--- src/rtl/dly_pkg.sv ---
// Package: shared constants and helpers for the programmable delay line.
// Assumes section i holds 2**i stages; callers keep NUM_SEG small enough
// that the longest section stays a few thousand registers at most.
package dly_pkg;

    // Number of register stages in section idx.
    function automatic int unsigned seg_len(input int unsigned idx);
        return 32'd1 << idx;
    endfunction

    // Largest delay reachable with nseg sections (all bits set).
    function automatic int unsigned max_delay(input int unsigned nseg);
        return (32'd1 << nseg) - 32'd1;
    endfunction

endpackage

--- src/rtl/dly_segment.sv ---
// Module: fixed-length shift register section of the delay line.
// Shifts one position on every clock, whatever the select word says, so
// its contents always record the words that reached seg_in.
// Assumes a synchronous active-low reset that clears every stage.
module dly_segment #(
    parameter int unsigned DATA_W = 8,
    parameter int unsigned LEN    = 1
) (
    input  logic              clk,
    input  logic              rst_n,
    input  logic [DATA_W-1:0] seg_in,
    output logic [DATA_W-1:0] seg_out
);

    localparam int unsigned LAST = LEN - 1;

    logic [DATA_W-1:0] stage_q [LEN];

    // Shift chain: clear on reset, otherwise move every word one stage on.
    always_ff @(posedge clk) begin
        if (!rst_n) begin
            for (int unsigned s = 0; s < LEN; s++) begin
                stage_q[s] <= '0;
            end
        end else begin
            stage_q[0] <= seg_in;
            for (int unsigned s = 1; s < LEN; s++) begin
                stage_q[s] <= stage_q[s-1];
            end
        end
    end

    // Output is the oldest word in the section.
    always_comb begin
        seg_out = stage_q[LAST];
    end

endmodule

--- src/rtl/dly_bypass_mux.sv ---
// Module: 2:1 selector that routes data through a section or around it.
// Purely combinational; assumes both inputs are valid in the same cycle.
module dly_bypass_mux #(
    parameter int unsigned DATA_W = 8
) (
    input  logic              use_seg,
    input  logic [DATA_W-1:0] from_seg,
    input  logic [DATA_W-1:0] around_seg,
    output logic [DATA_W-1:0] mux_out
);

    // Pick the section output when selected, the bypass path otherwise.
    always_comb begin
        mux_out = use_seg ? from_seg : around_seg;
    end

endmodule

--- src/rtl/prog_delay_line.sv ---
// Module: programmable delay line built from binary-weighted sections.
// Section i (2**i stages) is placed in the path when dly_sel[i] is set, so
// the delay equals the unsigned value of dly_sel. Assumes dly_sel is held
// steady for at least its own value in cycles before output is relied on.
module prog_delay_line #(
    parameter int unsigned DATA_W  = 8,
    parameter int unsigned NUM_SEG = 6
) (
    input  logic               clk,
    input  logic               rst_n,
    input  logic [DATA_W-1:0]  din,
    input  logic [NUM_SEG-1:0] dly_sel,
    output logic [DATA_W-1:0]  dout
);

    import dly_pkg::*;

    localparam int unsigned NUM_TAPS = NUM_SEG + 1;

    // tap[i] feeds section i; tap[i+1] is the output of its bypass mux.
    logic [DATA_W-1:0] tap     [NUM_TAPS];
    logic [DATA_W-1:0] seg_q   [NUM_SEG];

    // Chain entry point.
    always_comb begin
        tap[0] = din;
    end

    for (genvar g = 0; g < NUM_SEG; g++) begin : g_stage
        dly_segment #(
            .DATA_W (DATA_W),
            .LEN    (seg_len(g))
        ) u_seg (
            .clk     (clk),
            .rst_n   (rst_n),
            .seg_in  (tap[g]),
            .seg_out (seg_q[g])
        );

        dly_bypass_mux #(
            .DATA_W (DATA_W)
        ) u_mux (
            .use_seg    (dly_sel[g]),
            .from_seg   (seg_q[g]),
            .around_seg (tap[g]),
            .mux_out    (tap[g+1])
        );
    end

    // Chain exit point.
    always_comb begin
        dout = tap[NUM_SEG];
    end

endmodule

--- config.mk ---
export PLATFORM = sky130hd
export DESIGN_NAME = prog_delay_line
export DESIGN_NICKNAME = d
export VERILOG_FILES = /design/src/rtl/dly_pkg.sv /design/src/rtl/dly_segment.sv /design/src/rtl/dly_bypass_mux.sv /design/src/rtl/prog_delay_line.sv
export SDC_FILE = /design/constraint.sdc
export NUM_CORES = 1
export LEC_CHECK = 0
export CORE_ASPECT_RATIO = 1.75
export CORE_MARGIN = 2
export CORE_UTILIZATION = 61
export DETAILED_ROUTE_END_ITERATION = 7
export DONT_BUFFER_PORTS = 1
export GPL_ROUTABILITY_DRIVEN = 0
export PLACE_DENSITY = 0.8
export REMOVE_ABC_BUFFERS = 1
export SETUP_SLACK_MARGIN = 0.02
export SYNTH_ARGS = -nofsm -noshare
export SYNTH_HDL_FRONTEND = slang
export SYNTH_HIERARCHICAL = 1
export SYNTH_SLANG_ARGS = --single-unit
--- constraint.sdc ---
create_clock -name clk -period 4.47 [get_ports clk]
set_input_delay 1.1175 -clock clk [delete_from_list [all_inputs] [get_ports clk]]
set_output_delay 1.1175 -clock clk [all_outputs]
set_load 0.03 [all_outputs]
---- After elaboration in Yosys (flattened, before gate mapping) ----
Memory sizes are Yosys's and may differ from the RTL's.
Cells that the tools add are included.
W data, S select, Z words.
storage, ports and cells
  register bits ........................... 0
  bits in latches ......................... 0
  memory bits (writable) .................. 504
  bits in read-only memories .............. 0
  input bits .............................. 16
  output and inout port bits .............. 8
  logic and storage cells ................. 141
  memories kept ........................... 6
memory list
  memory                    depth  bits a word  rd ports  clocked after memory_dff  write ports  RTL line           RTL
  g_stage[5].u_seg.stage_q  32     8            32        0                         32           dly_segment.sv:17  logic [DATA_W-1:0] stage_q [LEN];
  g_stage[4].u_seg.stage_q  16     8            16        0                         16           dly_segment.sv:17
  g_stage[3].u_seg.stage_q  8      8            8         0                         8            dly_segment.sv:17
  g_stage[2].u_seg.stage_q  4      8            4         0                         4            dly_segment.sv:17
  g_stage[1].u_seg.stage_q  2      8            2         0                         2            dly_segment.sv:17
  g_stage[0].u_seg.stage_q  1      8            1         0                         1            dly_segment.sv:17
cells by class
  add/sub/neg operators ................... 0
  multipliers ............................. 0
  div/mod/pow operators ................... 0
  magnitude comparators ................... 0
  eq/ne operators ......................... 0
  shift operators ......................... 0
  mux-type cells .......................... 72
  bitwise operators ....................... 62
  reductions and logical operators ........ 1
operators by type and width
  cell              count
  $mux W8           69
  $or A1 B1 Y1      62
  $reduce_or A8 Y1  1
  $mux W1           3

---- Depth between registers and ports, before layout ----
  depth after elaboration ................. 6
  depth in mapped cells ................... 7
  depth with buffers taken out ............ 6

---- Hierarchy ----
Netlist, hierarchy kept.
modules (own cells, without submodules)
  module                          times used  cells each  area each (um2)  sequential area each (um2)
  dly_segment (g_stage[5].u_seg)  1           548         6,930.4          5,124.9
  dly_segment (g_stage[4].u_seg)  1           278         3,611.0          2,562.5
  dly_segment (g_stage[3].u_seg)  1           142         1,851.8          1,281.2
  dly_segment (g_stage[2].u_seg)  1           67          895.9            640.6
  dly_bypass_mux                  6           9           131.4            0.0
  dly_segment (g_stage[1].u_seg)  1           41          506.7            320.3
  dly_segment (g_stage[0].u_seg)  1           16          210.2            160.2

---- Worst setup path before layout ----
OpenSTA, ideal clock, no wires.
  kind .................................... input-to-output
  from .................................... input port dly_sel[0]
  to ...................................... output port dout[6]
  arrival ................................. 2,923 ps
  data required time ...................... 3,353 ps
  setup slack ............................. 430 ps
  stages on the path ...................... 7
  path buffers ............................ 1
  cell sequence ........................... buf_6 -> mux2_4 -> mux2_4 -> mux2_4 -> mux2_4 -> mux2_4 -> mux2_4
RTL lines
  element      RTL line               RTL
  from (decl)  prog_delay_line.sv:12  input logic [NUM_SEG-1:0] dly_sel,
  to (decl)    prog_delay_line.sv:13  output logic [DATA_W-1:0] dout

==> metrics list <==
- Max FFs per register: a little over 500
- P per Cell Area: 512 mW/mm^2
* Horiz. Die Dim: 122 um
- Slew Limit Fails: 0
- CTS root buffer: sky130_fd_sc_hd__clkbuf_16
- 24 I/O pins were placed.
- For this run, the detailed router's first-pass iteration total came to 4.
* Post-synthesis instance area: 0.0148 sq mm
- The compound-cell area share of the yosys netlist was 0.
- In the final layout, the registers with the most flip-flops are g_stage.u_seg/stage_q x504.
* Post-synthesis to final-layout area growth: 7.15%
* Share of synthesized cell area in full adder, half adder and majority cells: 0
- Latest clock arrival within the worst-skew pair: 0.52 ns
- Worst path arrival time: 2.88 ns
* Buffers from clock root to sink, at most: 3
- In this run the vertical extent of the chip is 210 um.
- Diodes inserted: 0
- Across the run, the number of max-cap violations was 0.
- With fillers left out, the area of the finished cells amounts to around 0.016 sq mm.
- Clk pin slew, worst setup/hold paths: 0.06 ns
* Simple-gate share of the synthesized area: 0.225
- Number of buffers inserted for hold repair after clock tree synthesis: 0
* Net count, final: 1115
- Effective utilization at floorplan: 0.618
- Static timing analysis puts the maximum clock frequency at ~250 MHz.
- Count of H-tree levels built during CTS: 2
- Wires add up to 16.8 mm.
- Drc violations: 0
* Vias in the first global route: 6481
- The design draws 8.12 mW.
* Number of placement rows: 75
- Fraction of the cycle the final worst path needs: 0.895
- Timing analysis after detailed placement gives a worst setup slack of 0.451 ns.
- Buffers inserted during post-CTS setup optimization: 0
- Register bit total from synthesis: 504
* Tightest slew margin relative to the limit: 0.513
* Worst setup path category: input pin to output pin
- In the synthesized netlist, the number of instances is 1146.
* Wire length per cell after detailed routing: 11.8 um
* Initial antenna violation count: 0
- Across all hold checks on the routed design, the worst slack comes to 0.425 ns.
- Worst hold path class: flop to flop
* Placeable core region: 0.0239 sq mm
- After synthesis, the largest family of logic cells by area is simple AND/OR/NAND/NOR gates.
- The netlist uses 10 different library cells.
- Average footprint of a synthesized cell: 12.9 sq um
- Commonest cells after routing, fill and taps aside: sky130_fd_sc_hd__dfxtp_1, sky130_fd_sc_hd__and2_1, sky130_fd_sc_hd__and2_2
- Vias per std cell: 4.52
- The worst-case IR drop observed on VDD is 340 uV.
* Final worst setup slack: between 0.4 and 0.5 ns
- CTS tree: yes
- Number of input and output port buffers inserted: 0
* Placed wire-length estimate after detailed placement: ~8.4 mm
* Post-cts resize count: 0
* Most common cell after layout, fill and taps aside: sky130_fd_sc_hd__dfxtp_1
* Iter 0 DRT Violations: 319
- The final route contains about 6500 vias.
- Post-synthesis xor/xnor area fraction: 0
- After detailed placement, the total cell area comes to 0.0145 sq mm.
- The worst setup path is launched from an input pin.
- STA classifies the critical path endpoint as an output pin.
- Worst reg-to-reg setup slack: 2.51 ns
- Total setup violations reported at the end of the flow: 0
* Total number of yosys warnings: 6
* Clock Sinks: just over 500
* Global-route usage over all layers: 0.141
- Register containing the most flip-flops in the final layout: g_stage.u_seg/stage_q
* Worst clock skew: 0.00918 ns
- The final hold violation count is 0.
- First-pass GRT wire length: 29.6 mm
- The share of the Yosys chip area taken by registers is 0.682.
- Final critical-path required period: 4.00 ns
* Largest net degree at the start of global routing: 505
- CTS buffer count: 41
* Area of the die: around 0.026 sq mm
* Total gr overflow: 0
- Of the cells placed in the final design, the portion with a size suffix greater than 1 is 0.218.
- Req. time, crit path: 3.35 ns
* RSZ-0062 raised after global routing: false
* Post-route antenna net violation count: 0
- Leakage power of the design: 6.70 nW
* Crit Path Max Fanout: 8
* Measured slew at the worst slew-check pin: 0.731 ns
- After synthesis, the share of cell area in mux cells is 0.0487.
* Outcome: finished clean
* Total negative setup slack: 0 ns
## area by class of cell
class / count / area (sq um)
flip-flops and latches: 504 / 10100
fillers: 1696 / 8080
multi-input cells: 552 / 4040
clock buffers: 54 / 1140
well taps: 308 / 385
clock inverters: 14 / 189
## worst paths after layout
path,start,to,depth (start not counted)
worst max register to register,g_stage[0].u_seg/stage_q[0][3],g_stage[5].u_seg/stage_q[0][3],6
worst min register to register,g_stage[5].u_seg/stage_q[1][45],g_stage[5].u_seg/stage_q[1][53],1
worst min-delay path,g_stage[5].u_seg/stage_q[1][45],g_stage[5].u_seg/stage_q[1][53],1
worst max-delay path,dly_sel[0],dout[3],6
## power breakdown
part           leakage [nW]  switching (mW)  internal (mW)
sequential             4.07         0.00682           4.52
clock                 0.636            1.49           2.03
combinational          2.00          0.0194         0.0562
## worst max-delay path, cell delays in order
cell	delay (ns)
sky130_fd_sc_hd__mux2_4	0.30
sky130_fd_sc_hd__mux2_4	0.28
sky130_fd_sc_hd__mux2_4	0.28
sky130_fd_sc_hd__mux2_4	0.29
sky130_fd_sc_hd__mux2_4	0.29
sky130_fd_sc_hd__mux2_4	0.33
## through the flow
| stage | util | std cells |
|---|---|---|
| 4_1_cts | 0.662 | 1432 |
| 6_report | 0.662 | 1432 |
| 3_3_place_gp | 0.607 | 1364 |
| 3_5_place_dp | 0.607 | 1364 |
| 2_1_floorplan | - | 1056 |
| 5_1_grt | 0.662 | 1432 |
## routing by layer
metal  up-vias  wire length [um]  track usage
met5         -                 0            0
met4         0               514       0.0559
met3        43               585       0.0338
met2        62              7540        0.223
met1      3015              8200        0.188
li1       3352                 -            -
## logic make-up (layout without fill, tap and decap cells)
logic type,count (synthesis),in the layout
buf+inv,90,68
simple gates,504,504
flops,504,504
mux,48,48
## cells in the mapped netlist
master | count | area (sq um)
sky130_fd_sc_hd__clkbuf_1 | 1 | 3.75
sky130_fd_sc_hd__mux2_4 | 48 | 721
sky130_fd_sc_hd__clkbuf_2 | 33 | 165
sky130_fd_sc_hd__buf_4 | 32 | 240
sky130_fd_sc_hd__buf_6 | 20 | 225
sky130_fd_sc_hd__clkbuf_4 | 3 | 22.5
sky130_fd_sc_hd__and2_1 | 369 | 2310
sky130_fd_sc_hd__buf_2 | 1 | 5.00
sky130_fd_sc_hd__and2_2 | 135 | 1010
sky130_fd_sc_hd__dfxtp_1 | 504 | 10100
No activity file was read; power rests on OpenSTA's default activity.
